File: src/rtl/pfm_pkg.sv
package pfm_pkg;
  typedef enum logic [1:0] {
    ST_IDLE = 2'b00,
    ST_TX   = 2'b01,
    ST_RX   = 2'b10
  } pfm_state_e;

  // field positions inside the mode word
  localparam int BIT_CLR_TX = 0;
  localparam int BIT_CLR_RX = 1;
  localparam int BIT_LDC    = 2;
  localparam int BIT_AUTOTX = 3;
  localparam int BIT_MULTI  = 4;
  localparam int NUM_CLR    = 2;
endpackage

File: src/rtl/pfm_ctrl_reg.sv
module pfm_ctrl_reg
  import pfm_pkg::*;
#(
  parameter int DATA_W = 8
) (
  input  logic              clk,
  input  logic              rst,
  input  logic              wr_en,
  input  logic [DATA_W-1:0] wr_data,
  output logic [DATA_W-1:0] ctrl_q,
  output logic [NUM_CLR-1:0] clr_q
);

  always_ff @(posedge clk) begin
    if (rst) ctrl_q <= '0;
    else if (wr_en) ctrl_q <= wr_data;
  end

  // one falling-edge detector per clear bit; bit g of clr_q pulses for bit g
  for (genvar g = 0; g < NUM_CLR; g++) begin : g_clr
    always_ff @(posedge clk) begin
      if (rst) clr_q[g] <= 1'b0;
      else     clr_q[g] <= wr_en && ctrl_q[g] && !wr_data[g];
    end

    // a clear pulse never lasts longer than one cycle
    p_clr_one_cycle_r3: assert property (@(posedge clk) disable iff (rst)
      clr_q[g] |=> !clr_q[g]);

    // a pulse only follows a 1-to-0 change of the stored bit
    p_clr_cause_r4: assert property (@(posedge clk) disable iff (rst)
      clr_q[g] |-> ($past(ctrl_q[g]) && !ctrl_q[g]));
  end

endmodule

File: src/rtl/pfm_ontime_cnt.sv
module pfm_ontime_cnt #(
  parameter int CNT_W = 16
) (
  input  logic             clk,
  input  logic             rst,
  input  logic             load,
  input  logic             run,
  input  logic [CNT_W-1:0] load_val,
  output logic             zero
);

  logic [CNT_W-1:0] cnt_q;

  always_ff @(posedge clk) begin
    if (rst)                    cnt_q <= '0;
    else if (load)              cnt_q <= load_val;
    else if (run && cnt_q != '0) cnt_q <= cnt_q - 1'b1;
  end

  assign zero = (cnt_q == '0);

  // once exhausted the counter stays at zero until reloaded
  p_no_wrap_r9: assert property (@(posedge clk) disable iff (rst)
    (!load && cnt_q == '0) |=> cnt_q == '0);

endmodule

File: src/rtl/pfm_state_fsm.sv
module pfm_state_fsm
  import pfm_pkg::*;
(
  input  logic       clk,
  input  logic       rst,
  input  logic       autotx,
  input  logic       multi,
  input  logic       ldc_en,
  input  logic       tx_af,
  input  logic       tx_empty,
  input  logic       pkt_valid,
  input  logic       rx_busy,
  input  logic       rx_start,
  input  logic       wake_tick,
  input  logic       on_zero,
  output pfm_state_e state_q,
  output logic       cnt_load,
  output logic       cnt_run
);

  pfm_state_e nxt;
  logic       ldc_q;
  logic       single_done;

  assign single_done = pkt_valid && !multi;

  always_comb begin
    nxt      = state_q;
    cnt_load = 1'b0;
    case (state_q)
      ST_IDLE: begin
        if (autotx && tx_af) nxt = ST_TX;
        else if (rx_start)   nxt = ST_RX;
        else if (ldc_en && wake_tick) begin
          nxt      = ST_RX;
          cnt_load = 1'b1;
        end
      end
      ST_TX: if (tx_empty) nxt = ST_IDLE;
      ST_RX: begin
        if (single_done)                       nxt = ST_IDLE;
        else if (ldc_q && on_zero && !rx_busy) nxt = ST_IDLE;
      end
      default: nxt = ST_IDLE;
    endcase
  end

  always_ff @(posedge clk) begin
    if (rst) begin
      state_q <= ST_IDLE;
      ldc_q   <= 1'b0;
    end else begin
      state_q <= nxt;
      ldc_q   <= (nxt == ST_RX) && (cnt_load || (state_q == ST_RX && ldc_q));
    end
  end

  assign cnt_run = (state_q == ST_RX) && ldc_q;

  p_autotx_entry_r5: assert property (@(posedge clk) disable iff (rst)
    (state_q == ST_IDLE && autotx && tx_af) |=> state_q == ST_TX);

  p_tx_exit_r6: assert property (@(posedge clk) disable iff (rst)
    (state_q == ST_TX && tx_empty) |=> state_q == ST_IDLE);

  p_tx_hold_r6: assert property (@(posedge clk) disable iff (rst)
    (state_q == ST_TX && !tx_empty) |=> state_q == ST_TX);

  p_single_exit_r7: assert property (@(posedge clk) disable iff (rst)
    (state_q == ST_RX && pkt_valid && !multi) |=> state_q == ST_IDLE);

  p_multi_hold_r8: assert property (@(posedge clk) disable iff (rst)
    (state_q == ST_RX && multi && !ldc_q) |=> state_q == ST_RX);

  p_ldc_min_r9: assert property (@(posedge clk) disable iff (rst)
    (state_q == ST_RX && ldc_q && !on_zero && !single_done) |=> state_q == ST_RX);

  p_busy_hold_r10: assert property (@(posedge clk) disable iff (rst)
    (state_q == ST_RX && ldc_q && rx_busy && !single_done) |=> state_q == ST_RX);

  p_tick_ignored_r11: assert property (@(posedge clk) disable iff (rst)
    (state_q == ST_IDLE && !ldc_en && !rx_start && !(autotx && tx_af))
      |=> state_q == ST_IDLE);

endmodule

File: src/rtl/pkt_fifo_mode_ctrl.sv
module pkt_fifo_mode_ctrl
  import pfm_pkg::*;
#(
  parameter int DATA_W = 8,
  parameter int CNT_W  = 16
) (
  input  logic              clk,
  input  logic              rst,
  input  logic              wr_en,
  input  logic [DATA_W-1:0] wr_data,
  output logic [DATA_W-1:0] rd_data,
  input  logic              tx_almost_full,
  input  logic              tx_empty,
  input  logic              pkt_valid,
  input  logic              rx_busy,
  input  logic              rx_start,
  input  logic              wake_tick,
  input  logic [CNT_W-1:0]  min_on_cycles,
  output logic [1:0]        state,
  output logic              clr_tx,
  output logic              clr_rx
);

  logic [DATA_W-1:0]  ctrl_q;
  logic [NUM_CLR-1:0] clr_q;
  pfm_state_e         st_q;
  logic               cnt_load;
  logic               cnt_run;
  logic               on_zero;

  pfm_ctrl_reg #(.DATA_W(DATA_W)) u_reg (
    .clk     (clk),
    .rst     (rst),
    .wr_en   (wr_en),
    .wr_data (wr_data),
    .ctrl_q  (ctrl_q),
    .clr_q   (clr_q)
  );

  pfm_ontime_cnt #(.CNT_W(CNT_W)) u_cnt (
    .clk      (clk),
    .rst      (rst),
    .load     (cnt_load),
    .run      (cnt_run),
    .load_val (min_on_cycles),
    .zero     (on_zero)
  );

  pfm_state_fsm u_fsm (
    .clk       (clk),
    .rst       (rst),
    .autotx    (ctrl_q[BIT_AUTOTX]),
    .multi     (ctrl_q[BIT_MULTI]),
    .ldc_en    (ctrl_q[BIT_LDC]),
    .tx_af     (tx_almost_full),
    .tx_empty  (tx_empty),
    .pkt_valid (pkt_valid),
    .rx_busy   (rx_busy),
    .rx_start  (rx_start),
    .wake_tick (wake_tick),
    .on_zero   (on_zero),
    .state_q   (st_q),
    .cnt_load  (cnt_load),
    .cnt_run   (cnt_run)
  );

  assign rd_data = ctrl_q;
  assign state   = st_q;
  assign clr_tx  = clr_q[BIT_CLR_TX];
  assign clr_rx  = clr_q[BIT_CLR_RX];

  // the read port follows every accepted write one cycle later
  p_readback_r2: assert property (@(posedge clk) disable iff (rst)
    wr_en |=> rd_data == $past(wr_data));

endmodule

File: config.mk
export PLATFORM = sky130hd
export DESIGN_NAME = pkt_fifo_mode_ctrl
export DESIGN_NICKNAME = d
export VERILOG_FILES = /design/src/rtl/pfm_pkg.sv /design/src/rtl/pfm_ctrl_reg.sv /design/src/rtl/pfm_ontime_cnt.sv /design/src/rtl/pfm_state_fsm.sv /design/src/rtl/pkt_fifo_mode_ctrl.sv
export SDC_FILE = /design/constraint.sdc
export NUM_CORES = 1
export LEC_CHECK = 0
export CAP_MARGIN = 15
export CORE_MARGIN = 2
export CORE_UTILIZATION = 30
export DETAILED_ROUTE_END_ITERATION = 8
export GPL_ROUTABILITY_DRIVEN = 0
export GPL_TIMING_DRIVEN = 0
export MAX_ROUTING_LAYER = met4
export PLACE_DENSITY = 0.61
export SYNTH_ARGS = -nofsm -noshare
export SYNTH_HDL_FRONTEND = slang
export SYNTH_HIERARCHICAL = 1
export SYNTH_SLANG_ARGS = --single-unit
File: constraint.sdc
create_clock -name clk -period 2.4 [get_ports clk]
set_input_delay 0.24 -clock clk [delete_from_list [all_inputs] [get_ports clk]]
set_output_delay 0.24 -clock clk [all_outputs]
set_load 0.05 [all_outputs]
Word-level counts from Yosys, hierarchy flattened --
Cells that the tools add are included.
Word-level totals: register bits 29, latch bits 0, bits in writable memories 0, memory bits (read-only) 0, input bits 33, output and inout port bits 12, word-level logic and storage cells 44, memories 0
Operators by class: add/sub/neg operators 1, multipliers 0, div/mod/pow operators 0, $lt $le $gt $ge 0, eq/ne operators 3, shifts and indexed selects 0, multiplexer cells 13, bitwise gates (word level) 0, reduce and logical (&&, ||, !) cells 21
Operators with widths (count):
- 2-to-1 mux 16 bit | 2
- logical NOT 16 bit | 1
- nonzero test 16 bit | 1
- subtractor 16 x 1 -> 16 bit (second input constant) | 1
- logical AND 1 bit | 12
- 2-to-1 mux 2 bit | 6
- one-hot mux 2 bit (3 select lines) | 1
- equality test 2 bit (second input constant) | 2
- logical NOT 1 bit | 4
- 2-to-1 mux 1 bit | 4
- equality test 2 x 1 -> 1 bit (second input constant) | 1
- logical NOT 2 bit | 1
- nonzero test 2 bit | 1
- logical OR 1 bit | 1

Longest topological paths before layout --
word-level depth 8, gate-level depth with buffers 8

Cells and area by module --
The synthesis kept the hierarchy.
By module, submodules not included:
- pfm_ontime_cnt | times used 1, cells each 114, area each 944.7 um^2
- pfm_ctrl_reg | times used 1, cells each 30, area each 357.8 um^2
- pfm_state_fsm | times used 1, cells each 19, area each 158.9 um^2

Worst setup path after synthesis --
No wires, ideal clock.
kind register to register, start register u_fsm.state_q[1], end register u_cnt.cnt_q[4], setup time 0.091 ns, data arrival time 2.286 ns, required time 2.309 ns, setup slack 0.023 ns, stages on the path, launching flop included 7, buffers on the path 0, clock period less this slack 2.377 ns, cells stage by stage dfxtp_1 -> nand2_1 -> or2_2 -> inv_1 -> or4bb_1 -> or3_2 -> a311oi_1
On the way: word-level cells in the longest chain between the ends 4
RTL lines:
- start: declaration | line pfm_state_fsm.sv:16 | output pfm_state_e state_q,
- start signal: assignment | line pfm_state_fsm.sv:53 | state_q <= nxt;
- equality test 2 bit | line pfm_state_fsm.sv:58 | assign cnt_run = (state_q == ST_RX) && ldc_q;
- logical AND 1 bit | line pfm_state_fsm.sv:58
- net cnt_run | line pkt_fifo_mode_ctrl.sv:28 | logic cnt_run;
- logical AND 1 bit | line pfm_ontime_cnt.sv:17 | else if (run && cnt_q != '0) cnt_q <= cnt_q - 1'b1;
- nonzero test 2 bit (no line)
- end signal: assignment | line pfm_ontime_cnt.sv:16 | else if (load) cnt_q <= load_val;
- end signal: assignment | line pfm_ontime_cnt.sv:17
- end: declaration | line pfm_ontime_cnt.sv:12 | logic [CNT_W-1:0] cnt_q;
The timed path passes the listed nets, and every way through them passes these cells. A chain may end at the register's enable or synchronous reset.

Final worst setup path --
Ends and elaborated chain as after synthesis.

==> flow_summary_export.csv <==
group,metric,value,unit
status,status,"completed",
floorplanning,boundaryPins,45,
power,p_sw,0.3066,mW
global_routing,gr-usage-met3,4.115,%
logic_synthesis,async_flop_share,0,%
power,combPwrFrac,19.8,%
detailed_routing,first_pass_iters,6,
global_routing,overflow,0,
power,power.total,1.145,mW
floorplanning,die_w,73.80,µm
sta,setup_viol,0,
cts,clkSinkCount,29,
power,intPower,0.8389,mW
placed_design,portBuffers,43,
cts,clk_root_buffer_cell,"clkbuf_8",
logic_synthesis,syn_area_per_cell,8.966,µm²
sta,final.setup.worst_slack,282.8,ps
setup_path,start_kind,"flop",
logic_synthesis,syn_area,1461,µm²
sta,timing.hold.ws,289.3,ps
setup_path,critPathRequiredTime,2590,ps
setup_path,r2r-start,"u_fsm/state_q[1]$_SDFF_PP0_",
detailed_routing,drtAntennaViolNets,0,
cts,cts_buffers,5,
power,peakVddDrop,0.2853,mV
cells_and_area,multi_input_area,793.3,µm²
sta,tightest_slew,515.2,ps
detailed_routing,routed_wirelength,3551,µm
cells_and_area,nNetsFinal,247,
sta,period_share,88.21,%
logic_synthesis,netlist_instances,163,
global_routing,track_usage,14.66,%
detailed_routing,drt-initial-drc-count,70,
sta,hold_viol,0,
floorplanning,dieArea,5446,µm²
cells_and_area,layout_common_cells,"clkdlybuf4s50_1 (43), dfxtp_1 (28), nor2_1 (25), nand2_1 (12), mux2i_1 (9)",
floorplanning,core_area,4723,µm²
setup_path,crit_start,"u_fsm/state_q[1]$_SDFF_PP0_",
sta,max_slew_margin,65.34,%
setup_path,rr_worst_depth,6,
placed_design,place_ws,101.9,ps
power,netSwitchingFraction,26.76,%
sta,skew,2.692,ps
sta,timing.final.max_slew_violations,0,
flow_run,maxCapViolCount,0,
global_routing,antenna_found_initial,0,
logic_synthesis,synth_cell_types,41,
cts,clk_pin_slew,60,ps
cells_and_area,layout_commonest_cell,"clkdlybuf4s50_1",
sta,rsz0062_at_grt,"false",
floorplanning,start_util,30.94,%
power,seqPwrFrac,45.1,%
cts,htreeDepth,2,
setup_path,path_class,"flop to flop",
cts,hold_buffers,0,
cells_and_area,num_antenna_cells,0,
cts,clock_latency,270,ps
logic_synthesis,synth_edf_count,0,
logic_synthesis,syn-num-nets,197,
detailed_routing,drcViolationCount,0,
cts,post_cts_buffers,0,
cts,cts_tree,"done",
sta,setup-tns-final,0,ps
global_routing,grt_pass1_wl,5920,µm
global_routing,top_usage_layer,"met2",
cells_and_area,fill_cells,491,
detailed_routing,vias,1345,
sta,max_freq,0.4723,GHz
floorplanning,die_y,73.80,µm
setup_path,r2r-end,"u_cnt/cnt_q[4]$_SDFFE_PP0P_",
power,p_leak,0.7437,nW
logic_synthesis,synth-warning-count,6,
logic_synthesis,synth_flop_cell,"dfxtp_1",
floorplanning,fp-row-count,25,
sta,period_minus_slack,2117,ps
power,power_density,555.2,nW/µm²
setup_path,endpoint,"u_cnt/cnt_q[4]$_SDFFE_PP0P_",
setup_path,rrSetupSlack,280,ps
setup_path,worstPathArrival,2300,ps
global_routing,grt_max_degree,11,
cts,clockBufferDepth,2,
cells_and_area,regArea,581.8,µm²
cells_and_area,area_delta_synth_final,41.18,%
global_routing,grt_pass1_vias,1304,
logic_synthesis,yosys_register_bits,29,
global_routing,use_met2,22.52,%
detailed_routing,wl_per_cell,12.68,µm
power,p_clk_share,35.1,%
setup_path,cp-end-kind,"flop",
detailed_routing,viasPerCell,4.804,
cells_and_area,layout-drive-gt1-share,9.859,%
placed_design,dp_hpwl,2546,µm
logic_synthesis,yosysSeqAreaShare,39.73,%
setup_path,crit_fanout,8,
hold_path,min_path_type,"input pin to flop",
global_routing,grt_util_met1,17.69,%
==> state kept, by name, indices dropped and copies added, names as in the netlist <==
name / cells
u_fsm/ldc_q: 1
u_reg/clr_q: 2
u_reg/ctrl_q: 8
u_fsm/state_q: 2
u_cnt/cnt_q: 16
==> worst max-delay path: stages, from the launching register on <==
cell and delay (ps):
dfxtp_2 380, nand2_1 60, or2_2 290, inv_1 190, or4bb_1 450, or3_2 420
a311oi_1 240
==> through the flow <==
| step | cell area [µm²] | util [%] | cells |
|---|---|---|---|
| 2_1_floorplan | 1461 | - | 163 |
| 3_3_place_gp | 1976 | 41.83 | 273 |
| 3_5_place_dp | 1976 | 41.83 | 273 |
| 4_1_cts | 2062 | 43.66 | 280 |
| 5_1_grt | 2063 | 43.68 | 280 |
| 6_report | 2063 | 43.68 | 280 |
==> routing by layer <==
| layer | vias to the layer above | part of all wire, % | wire, µm |
|---|---|---|---|
| met2 | 39 | 45 | 1603 |
| met3 | 6 | 5.9 | 208 |
| li1 | 698 | - | - |
| met1 | 602 | 47 | 1666 |
| met5 | - | 0 | 0 |
| met4 | 0 | 2.1 | 73 |
==> kinds of logic (layout without fill, tap and decap cells) <==
logic type | count (synthesis) | in the layout | share of synthesized area [%]
AO/OA/AOI/OAI | 33 | 33 | 16.52
multiplexers | 9 | 9 | 6.165
AND/OR/NAND/NOR | 70 | 70 | 25.94
XOR/XNOR | 8 | 8 | 4.795
adder cells (fa/ha/maj) | 1 | 1 | 0.8560
flip-flops | 29 | 29 | 39.73
buffers and inverters | 13 | 63 | 5.993
==> power by group through the flow <==
stage	registers [mW]	logic (mW)	clock network (mW)
finish	0.517	0.227	0.402
global route	0.520	0.245	0.433
global placement	0.528	0.227	0
detailed placement	0.528	0.227	0
floorplan	0.561	0.0945	0
CTS	0.517	0.228	0.417
==> area by class of cell <==
cell class | count | area share, %
Clock buffer | 7 | 4.184
Buffer | 7 | 3.153
Tap cell | 67 | 4.063
Multi-Input combinational cell | 121 | 38.45
Timing Repair Buffer | 43 | 20.86
Sequential cell | 29 | 28.20
Inverter | 6 | 1.092
==> cell usage after synthesis (2+ instances only) <==
master	count	area share, %
buf_6	3	2.3
a211oi_1	7	3.6
or3_2	3	1.5
a21oi_1	8	2.7
and3b_1	2	1.2
mux2i_1	9	6.2
nor2_1	25	6.4
nor3b_1	2	1.0
inv_1	5	1.3
nor3_1	7	2.4
dfxtp_1	29	40
o21ai_0	3	1.0
o21bai_1	3	1.5
o221ai_1	2	1.2
nand4_1	2	0.86
a311oi_1	3	1.8
nand2_1	12	3.1
xnor2_1	8	4.8
clkbuf_1	2	0.51
o21ai_2	2	1.2
nand3_1	2	0.68
nor4_1	4	1.7
and4bb_1	2	1.7
==> worst min-delay path by stage <==
| stage | from | end | slack [ps] | depth (start not counted) |
|---|---|---|---|---|
| finish | wr_en | u_reg/ctrl_q[2]$_SDFFE_PP0P_ | 290 | 3 |
| global route | wr_en | u_reg/ctrl_q[2]$_SDFFE_PP0P_ | 300 | 3 |
| CTS | wr_en | u_reg/ctrl_q[2]$_SDFFE_PP0P_ | 280 | 3 |
| detailed placement | u_reg/ctrl_q[6]$_SDFFE_PP0P_ | u_reg/ctrl_q[6]$_SDFFE_PP0P_ | 490 | 2 |
| global placement | u_reg/ctrl_q[6]$_SDFFE_PP0P_ | u_reg/ctrl_q[6]$_SDFFE_PP0P_ | 480 | 2 |
| floorplan | rst | u_fsm/state_q[0]$_SDFF_PP0_ | 330 | 1 |
==> timing repair <==
action                                 CTS  global route
setup endpoints to repair                0             1
endpoints found under the hold margin    0             0
gates resized for setup                  0             1
Power figures use the tool's default switching activity.
